--- config.mk ---
export PLATFORM = sky130hd
export DESIGN_NAME = rstseq_ctrl
export DESIGN_NICKNAME = d
export VERILOG_FILES = /design/src/rtl/rstseq_pkg.sv /design/src/rtl/rstseq_pin_filter.sv /design/src/rtl/rstseq_rst_sync.sv /design/src/rtl/rstseq_stab_seq.sv /design/src/rtl/rstseq_cause_reg.sv /design/src/rtl/rstseq_ctrl.sv
export SDC_FILE = /design/constraint.sdc
export NUM_CORES = 1
export LEC_CHECK = 0
export BUFFER_PORTS_ARGS = -buffer_cell sky130_fd_sc_hd__buf_4
export CORE_UTILIZATION = 43
export CTS_BUF_LIST = sky130_fd_sc_hd__clkbuf_4
export CTS_CLUSTER_SIZE = 30
export DETAILED_ROUTE_END_ITERATION = 10
export GPL_TIMING_DRIVEN = 0
export PLACE_DENSITY = 0.68
export SLEW_MARGIN = 5
export SYNTH_ARGS = -nofsm -noshare
export SYNTH_HDL_FRONTEND = slang
export SYNTH_SLANG_ARGS = --single-unit
--- constraint.sdc ---
create_clock -name clk -period 1.1 [get_ports clk]
set_input_delay 0.055 -clock clk [delete_from_list [all_inputs] [get_ports clk]]
set_output_delay 0.055 -clock clk [all_outputs]
set_load 0.01 [all_outputs]
--- src/rtl/rstseq_pkg.sv ---
package rstseq_pkg;
  localparam int SRC_N   = 4;
  localparam int SRC_PIN = 0;
  localparam int SRC_WDT = 1;
  localparam int SRC_POC = 2;
  localparam int SRC_LVI = 3;
  typedef logic [SRC_N-1:0] src_vec_t;
endpackage

--- src/rtl/rstseq_pin_filter.sv ---
module rstseq_pin_filter #(
  parameter int FILT_CYC = 3
) (
  input  logic clk,
  input  logic arst_n,
  input  logic pin_n,
  output logic pin_act
);
  localparam int CW = $clog2(FILT_CYC + 1);
  localparam logic [CW-1:0] CNT_TOP = CW'(FILT_CYC);

  logic          sync1_q, sync2_q;
  logic [CW-1:0] low_cnt_q, low_cnt_d;
  logic          cnt_en;

  // count only while the synchronized pin is low, saturate at the limit
  assign cnt_en = ~sync2_q && (low_cnt_q != CNT_TOP);

  always_comb begin
    low_cnt_d = low_cnt_q;
    if (sync2_q)     low_cnt_d = '0;
    else if (cnt_en) low_cnt_d = low_cnt_q + 1'b1;
  end

  always_ff @(posedge clk or negedge arst_n) begin
    if (!arst_n) begin
      sync1_q   <= 1'b1;
      sync2_q   <= 1'b1;
      low_cnt_q <= '0;
    end else begin
      sync1_q   <= pin_n;
      sync2_q   <= sync1_q;
      low_cnt_q <= low_cnt_d;
    end
  end

  assign pin_act = ~sync2_q && (low_cnt_q == CNT_TOP);


  rise_needs_low_chk: assert property (@(posedge clk) disable iff (!arst_n)
    $rose(pin_act) |-> $past(!sync2_q));
endmodule

--- src/rtl/rstseq_rst_sync.sv ---
module rstseq_rst_sync (
  input  logic clk,
  input  logic arst_n,
  input  logic src_any,
  output logic sys_rst_n
);
  logic clr_n;
  logic stage1_q, stage2_q;

  assign clr_n = arst_n & ~src_any;

  // immediate entry, clocked exit
  always_ff @(posedge clk or negedge clr_n) begin
    if (!clr_n) begin
      stage1_q <= 1'b0;
      stage2_q <= 1'b0;
    end else begin
      stage1_q <= 1'b1;
      stage2_q <= stage1_q;
    end
  end

  assign sys_rst_n = stage2_q;


  release_needs_quiet_chk: assert property (@(posedge clk) disable iff (!arst_n)
    $rose(stage2_q) |-> $past(clr_n));
endmodule

--- src/rtl/rstseq_stab_seq.sv ---
module rstseq_stab_seq #(
  parameter int STAB_CYC = 16
) (
  input  logic clk,
  input  logic arst_n,
  input  logic sys_rst_n,
  output logic run,
  output logic boot_fetch
);
  localparam int CW = $clog2(STAB_CYC + 1);
  localparam logic [CW-1:0] CNT_TOP = CW'(STAB_CYC);

  logic [CW-1:0] wait_cnt_q, wait_cnt_d;
  logic          wait_en;
  logic          run_q;

  assign wait_en = (wait_cnt_q != CNT_TOP);

  always_comb begin
    wait_cnt_d = wait_cnt_q;
    if (wait_en) wait_cnt_d = wait_cnt_q + 1'b1;
  end

  always_ff @(posedge clk or negedge sys_rst_n) begin
    if (!sys_rst_n) begin
      wait_cnt_q <= '0;
      run_q      <= 1'b0;
    end else begin
      wait_cnt_q <= wait_cnt_d;
      run_q      <= run;
    end
  end

  assign run        = (wait_cnt_q == CNT_TOP);
  assign boot_fetch = run & ~run_q;


  fetch_once_chk: assert property (@(posedge clk) disable iff (!arst_n)
    boot_fetch |=> !boot_fetch);

  run_needs_rel_chk: assert property (@(posedge clk) disable iff (!arst_n)
    run |-> $past(sys_rst_n));
endmodule

--- src/rtl/rstseq_cause_reg.sv ---
module rstseq_cause_reg
  import rstseq_pkg::*;
(
  input  logic     clk,
  input  logic     arst_n,
  input  src_vec_t src_act,
  input  logic     clr_we,
  input  src_vec_t clr_mask,
  output src_vec_t cause
);
  src_vec_t src_q, onset, cause_q, cause_d;

  assign onset = src_act & ~src_q;

  always_comb begin
    cause_d = cause_q;
    if (onset[SRC_PIN] || onset[SRC_POC]) cause_d = '0;
    if (clr_we) cause_d = cause_d & ~clr_mask;
    cause_d = cause_d | src_act;
  end

  always_ff @(posedge clk or negedge arst_n) begin
    if (!arst_n) begin
      src_q   <= '0;
      cause_q <= '0;
    end else begin
      src_q   <= src_act;
      cause_q <= cause_d;
    end
  end

  assign cause = cause_q;

  for (genvar g = 0; g < SRC_N; g++) begin : g_chk

    cause_set_chk: assert property (@(posedge clk) disable iff (!arst_n)
      src_act[g] |=> cause_q[g]);

    cause_from_src_chk: assert property (@(posedge clk) disable iff (!arst_n)
      $rose(cause_q[g]) |-> $past(src_act[g]));
  end
endmodule

--- src/rtl/rstseq_ctrl.sv ---
module rstseq_ctrl
  import rstseq_pkg::*;
#(
  parameter int FILT_CYC = 3,
  parameter int STAB_CYC = 16
) (
  input  logic       clk,
  input  logic       arst_n,
  input  logic       pin_rst_n,
  input  logic       wdt_ovf,
  input  logic       poc_ok,
  input  logic       lvi_ok,
  input  logic       cause_clr_we,
  input  logic [3:0] cause_clr_mask,
  output logic       sys_rst_n,
  output logic       pad_safe,
  output logic       osc_en,
  output logic       ext_clk_en,
  output logic       cpu_run,
  output logic       boot_fetch,
  output logic [3:0] cause
);
  logic     pin_act;
  src_vec_t src_act;

  rstseq_pin_filter #(.FILT_CYC(FILT_CYC)) u_pin (
    .clk(clk), .arst_n(arst_n), .pin_n(pin_rst_n), .pin_act(pin_act));

  always_comb begin
    src_act          = '0;
    src_act[SRC_PIN] = pin_act;
    src_act[SRC_WDT] = wdt_ovf;
    src_act[SRC_POC] = ~poc_ok;
    src_act[SRC_LVI] = ~lvi_ok;
  end

  rstseq_rst_sync u_sync (
    .clk(clk), .arst_n(arst_n), .src_any(|src_act), .sys_rst_n(sys_rst_n));

  rstseq_stab_seq #(.STAB_CYC(STAB_CYC)) u_stab (
    .clk(clk), .arst_n(arst_n), .sys_rst_n(sys_rst_n),
    .run(cpu_run), .boot_fetch(boot_fetch));

  rstseq_cause_reg u_cause (
    .clk(clk), .arst_n(arst_n), .src_act(src_act),
    .clr_we(cause_clr_we), .clr_mask(cause_clr_mask), .cause(cause));

  assign pad_safe   = ~cpu_run;
  assign osc_en     = sys_rst_n;
  assign ext_clk_en = cpu_run;


  ext_clk_off_chk: assert property (@(posedge clk) disable iff (!arst_n)
    !sys_rst_n |-> !ext_clk_en);
endmodule

==> run summary, run 1 <==
Ports = 21
Layout cells sized above 1 = 55.8%
Vias per cell = 4.83
Core ar. = 1560 um2
Max-cap violations = 0
Setup TNS = -2.46 ns
Status = finished with violations
Drt first pass iters = 6
Final Cycle Share = 136%
Root Buffer = clkbuf_4
Max IR drop VDD = 0.777 mV
Final setup viols = 8
Critical Path RT = 1.04 ns
Sequential Area = 454 um2
Post-synth net total = 70
Clock sinks = 18
Setup Skew = 0.0156 ns
R2R cell count = 6
Residual DRC = 3
Setup slack, reg-to-reg = -0.36 ns
Critical Path Start Type = flop
RD Place Congestion = 0.737
FP Rows = 14
DR WL/cell = 13.9 um
Routed WL = 1540 um
GRT Util Overall = 18.7%
DRT antenna net count = 0
Die Width = 43.4 um
Fillers = 108
I/O Buffers = 20
Most used DFF post-synth = dfrtp_1
Fmax = 668 MHz
Worst hold endpoint = u_cause.cause[2]
Ys Warns = 0
Post-synth cell types = 22
Area of the die = 1880 um2
R2r endpoint = u_stab.wait_cnt_q[1]
Area of the multi-input gates = 303 um2
Sequential fraction of the synthesis area = 61.5%
Hold Crit Class = input pin to flop
Crit Path Class = flop to output pin
Inst Count DP = 92
Synth Register Bits = 18
Post-synth EDFFs = 0
First-pass GRT wire length = 2430 um
Starting Density = 47.3%
CTS buffer count = 3
Total grt overflow = 0
CTS clk-pin slew, worst paths = 0.11 ns
Mapped Cells = 56
Most common cell in the synthesized netlist = dfrtp_1
RSZ-0062 raised after global routing = yes
H-tree lvl count = 1
Diodes inserted = 0
Final max-slew violation count = 0
Worst slack, placed = -0.274 ns
Area leader, netlist = dfrtp_1
Power per cell area = 1180 nW/um2
Critical Path Fanout Max = 3
Worst Hold Depth = 3
Final Hold Viols = 0
Initial detailed-routing violation count = 8
Area of the mapped netlist = 737 um2
CTS tree = built
Maximum clock path buffer count = 2
Routed vias = 536
Initial antenna violation count = 0
Crit end category = output pin
Top area cells in the synthesized netlist = dfrtp_1, dfstp_2, ha_1, xnor2_1, a21bo_2
Crit path time final = 1.50 ns
Clk_lat worst skew = 0.29 ns
Die Y = 43.4 um
Critical R2R Launch = u_stab.wait_cnt_q[0]
Async set-reset flop share out of synthesis = 100%
Commonest cells post-synth = dfrtp_1, nor2_1, inv_1, xnor2_1
Final Non-Filler Cells = 111
Avg Cell Area, Syn = 13.2 um2
Final worst slack = -0.398 ns
HP Start = cause_clr_mask[2]
Largest net degree at the start of global routing = 12
Vias in the first global route = 531
LEAKAGE = 0.000539 uW
Failing checks = DRC, setup timing
Top cell type's share of synthesized area = 54.3%
Crit path arrival time = 1.44 ns
Nets = 110
Area Growth Syn to Fin = 52.3%
## final cells by class
type / instances / area share, %
Tap cell: 16 / 1.78
Buffer: 2 / 1.34
Inverter: 5 / 1.90
Clock buffer: 4 / 2.68
Multi-Input combinational cell: 31 / 27.0
Timing Repair Buffer: 35 / 24.9
Sequential cell: 18 / 40.5
## timing repair
item / 4_1_cts / 5_1_grt
buffers inserted: 7 / 3
endpoints found under the hold margin: 17 / 0
hold buffers: 5 / 0
resized for setup: 7 / 7
endpoints found under the setup margin: 13 / 11
pin swaps: 1 / 2
cloned: 0 / 0
## state kept, by name, summed over array words and instances (netlist names)
signal,count
u_sync.sys_rst_n,1
u_pin.sync2_q,1
u_sync.stage1_q,1
u_pin.sync1_q,1
u_stab.run_q,1
u_stab.wait_cnt_q,5
u_pin.low_cnt_q,2
u_cause.src_q,2
u_cause.cause,4
## layer usage
metal	share of wire, %	track usage [%]	wire [um]	vias to the layer above
li1	-	-	-	260
met1	45	27.5	695	266
met2	51	25.8	792	8
met3	2.5	2.50	38	2
met4	0.97	13.1	15	0
met5	0	0	0	-
## cells by family after synthesis
| group | after synthesis | synth area share [%] |
|---|---|---|
| buffers and inverters | 7 | 4.92 |
| adder cells (fa/ha/maj) | 3 | 5.09 |
| AO/OA/AOI/OAI | 8 | 9.00 |
| multiplexers | 2 | 3.40 |
| other | 1 | 0.509 |
| flip-flops | 18 | 61.5 |
| AND/OR/NAND/NOR | 12 | 9.68 |
| XOR/XNOR | 5 | 5.94 |
## power breakdown
group          switching (uW)  internal [uW]
Sequential               32.5            707
Combinational            87.6            137
Clock                     191            165
## cell usage in the layout, fill, tap and decap left out, types with 2 or more instances in the layout
| cell | n |
|---|---|
| a21bo_2 | 3 |
| buf_4 | 31 |
| clkbuf_4 | 4 |
| dfrtp_1 | 15 |
| dfstp_2 | 2 |
| dlygate4sd3_1 | 5 |
| ha_4 | 2 |
| inv_1 | 4 |
| nor2_1 | 5 |
| xnor2_1 | 4 |
## critical path: stages (launching register included)
cell	delay (ns)
dfrtp_1	0.41
inv_1	0.07
ha_2	0.16
and4bb_4	0.27
inv_4	0.04
nor2_1	0.08
buf_4	0.12
## worst max-delay path by stage
| stage | startpoint | end | slack, ns |
|---|---|---|---|
| final | u_stab.wait_cnt_q[0] | boot_fetch | -0.40 |
| after global routing | u_stab.wait_cnt_q[0] | boot_fetch | -0.45 |
| after CTS | u_stab.wait_cnt_q[0] | boot_fetch | -0.37 |
| after detailed placement | u_stab.wait_cnt_q[0] | u_stab.wait_cnt_q[1] | -0.27 |
| after global placement | u_stab.wait_cnt_q[0] | u_stab.wait_cnt_q[1] | -0.28 |
| after floorplan | u_stab.wait_cnt_q[0] | u_stab.wait_cnt_q[1] | -0.25 |
## metrics by stage
stage                     hold WS, ns  area (um2)  utilization [%]  power, uW
after floorplan                -0.241         737                -        824
after global placement         -0.110         907             58.2        903
after detailed placement       -0.108         907             58.2        911
after CTS                      0.0530        1070             68.4       1310
after global routing           0.0627        1120             72.0       1390
final                          0.0588        1120             72.0       1320
Power figures use the tool's default switching activity.
==> run 2: changes to the inputs <==
CELL_PAD_IN_SITES_DETAIL_PLACEMENT = 0   (was not set)
CELL_PAD_IN_SITES_GLOBAL_PLACEMENT = 1   (was not set)
CORE_UTILIZATION = 41   (was 43)
PLACE_DENSITY = 0.78   (was 0.68)
SKIP_LAST_GASP = 1   (was not set)
==> run summary, run 2 (same netlist as run 1, synthesis figures left out) <==
Critical Path Start Type = flop
Sequential power share = 56.4% (+0.4 points)
Layout cells sized above 1 = 52.1% (-3.7 points)
Total power draw = 1310 uW (-0.61%)
Critical Path Fanout Max = 5 (+2)
CP max-delay cell = dfrtp_1
Worst-path cell chain = inv_1 -> ha_2 -> and4bb_4 -> inv_4 -> nor2_2 -> buf_4
Area of the multi-input gates = 282 um2 (-7.0%)
Final Hold Viols = 0 (unchanged)
Crit end category = output pin
Residual DRC = 0 (-3)
Final Cycle Share = 135% (-1.6 points)
Initial detailed-routing violation count = 7 (-1)
CTS clk-pin slew, worst paths = 0.10 ns (about the same)
Commonest non-fill, non-tap cell in the layout = buf_4
DP HPWL = 879 um
Largest net degree at the start of global routing = 12 (unchanged)
I/O Buffers = 20 (unchanged)
Final worst slack = -0.380 ns (+0.0173 ns)
Sw Share = 23.5% (-0.024 points)
R2R cell count = 6 (unchanged)
Diodes inserted = 0 (unchanged)
Crit path arrival time = 1.43 ns (about the same)
Routed WL = 1330 um (-13%)
Maximum clock path buffer count = 2 (unchanged)
RD Place Congestion = 0.764 (+3.8%)
Cell internal pwr = 1000 uW (-0.58%)
Final setup viols = 7 (-1)
Worst hold endpoint = u_cause.cause[2]
Root Buffer = clkbuf_4
Final max-slew violation count = 0 (unchanged)
Crit path largest cell delay = 0.39 ns (-0.02 ns)
Crit Path Class = flop to output pin
Area Growth Syn to Fin = 50.3%
CTS tree = built
Fillers = 125 (+16%)
FP Rows = 14 (unchanged)
Critical Path RT = 1.04 ns (about the same)
Clock sinks = 18 (unchanged)
Register name with the most flops = u_stab.wait_cnt_q
Die Y = 44.4 um (+2.3%)
Power per cell area = 1180 nW/um2 (+0.74%)
Area of the die = 1970 um2 (+4.6%)
H-tree lvl count = 1 (unchanged)
Fmax = 675 MHz (+1.2%)
Drt first pass iters = 5 (-1)
Core ar. = 1590 um2 (+2.2%)
Nets = 109 (-0.91%)
Failing checks = setup timing
Initial antenna violation count = 0 (unchanged)
Die Width = 44.4 um (+2.3%)
Total grt overflow = 0 (unchanged)
HP Start = cause_clr_mask[2]
First-pass GRT wire length = 2170 um (-11%)
Combinational fraction of design power = 16.0% (-1.0 points)
Setup slack, reg-to-reg = -0.36 ns (about the same)
Crit path time final = 1.48 ns (-0.0173 ns)
DRT antenna net count = 0 (unchanged)
Commonest non-fill, non-tap cells in the layout = buf_4, dfrtp_1, nor2_1, dlygate4sd3_1
LEAKAGE = 0.000536 uW (-0.58%)
Sequential Area = 454 um2 (unchanged)
Worst Hold Depth = 3 (unchanged)
RSZ-0062 raised after global routing = yes
CTS buffer count = 3 (unchanged)
Status = finished with violations
Max FFs per register = 5 (unchanged)
Starting Density = 46.2% (-1.0 points)
Ports = 21 (unchanged)
Max IR drop VDD = 0.979 mV (+26%)
Hold Crit Class = input pin to flop
Max-cap violations = 0 (unchanged)
Vias in the first global route = 480 (-9.6%)
GRT Util Overall = 16.2% (-2.5 points)
P_sw = 309 uW (-0.71%)
Clk pwr share = 27.6% (+0.6 points)
R2r endpoint = u_stab.wait_cnt_q[1]
Clk_lat worst skew = 0.29 ns (about the same)
Routed vias = 520 (-3.0%)
Vias per cell = 4.41 (-8.7%)
Worst slack, placed = -0.293 ns (-0.0184 ns)
Hold slack = 0.0383 ns (-0.0205 ns)
Setup Skew = 0.00754 ns (-0.00807 ns)
DR WL/cell = 11.3 um (-19%)
Critical R2R Launch = u_stab.wait_cnt_q[1]
==> run 2: changes by cell type in the layout (fill, tap and decap cells not counted), sizes merged <==
cell  before  now
buf       32   31
==> run 2: worst max path at each step <==
stage / start / to / slack [ns] / depth (start not counted)
2_1_floorplan: u_stab.wait_cnt_q[0] / u_stab.wait_cnt_q[1] / -0.25 / 5
3_3_place_gp: u_stab.wait_cnt_q[0] / u_stab.wait_cnt_q[1] / -0.28 / 5
3_5_place_dp: u_stab.wait_cnt_q[0] / u_stab.wait_cnt_q[1] / -0.29 / 5
4_1_cts: u_stab.wait_cnt_q[0] / boot_fetch / -0.39 / 6
5_1_grt: u_stab.wait_cnt_q[1] / boot_fetch / -0.45 / 6
6_report: u_stab.wait_cnt_q[1] / boot_fetch / -0.38 / 6
==> run 2: area by class of cell <==
class | instances | area share (%)
multi-input combinational | 31 | 25.4
clock buffer | 4 | 2.71
sequential | 18 | 41.0
buffer | 2 | 1.36
inverter | 5 | 1.92
tap | 24 | 2.71
timing repair buffer | 34 | 24.9
==> run 2: per-stage QoR <==
step           TNS (ns)  util (%)  std cells  instance area [um2]
2_1_floorplan    -0.311         -         56                  737
3_3_place_gp     -0.980      57.5        100                  917
3_5_place_dp      -1.01      57.5        100                  917
4_1_cts           -1.76      66.6        115                 1060
5_1_grt           -2.44      69.5        118                 1110
6_report          -2.06      69.5        118                 1110
==> run 2: power groups by stage <==
stage / logic [uW] / registers, uW / clock network, uW
after CTS: 200 / 734 / 369
final: 210 / 739 / 362
after floorplan: 74.6 / 750 / 0
after global placement: 160 / 743 / 0
after detailed placement: 162 / 747 / 0
after global routing: 242 / 744 / 392
==> run 2: per-layer routing <==
metal  GRT usage [%]  part of all wire [%]
met3            4.90                   3.4
met4            9.09                   1.3
met2            21.2                    45
met1            24.0                    50
met5               0                     0
==> run 2: repair_timing <==
action,CTS,global route
setup endpoints to repair,12,12
setup buffers,6,3
gates resized for setup,5,6
hold buffers,5,0
pin swaps,1,2
endpoints found under the hold margin,17,0
==> run 2: worst max-delay path: cells and delay by family (launching register included) <==
family        cells  cell delay [ns]
fa+ha+maj         1             0.16
buf+inv           3             0.23
flops             1             0.39
simple gates      2             0.36
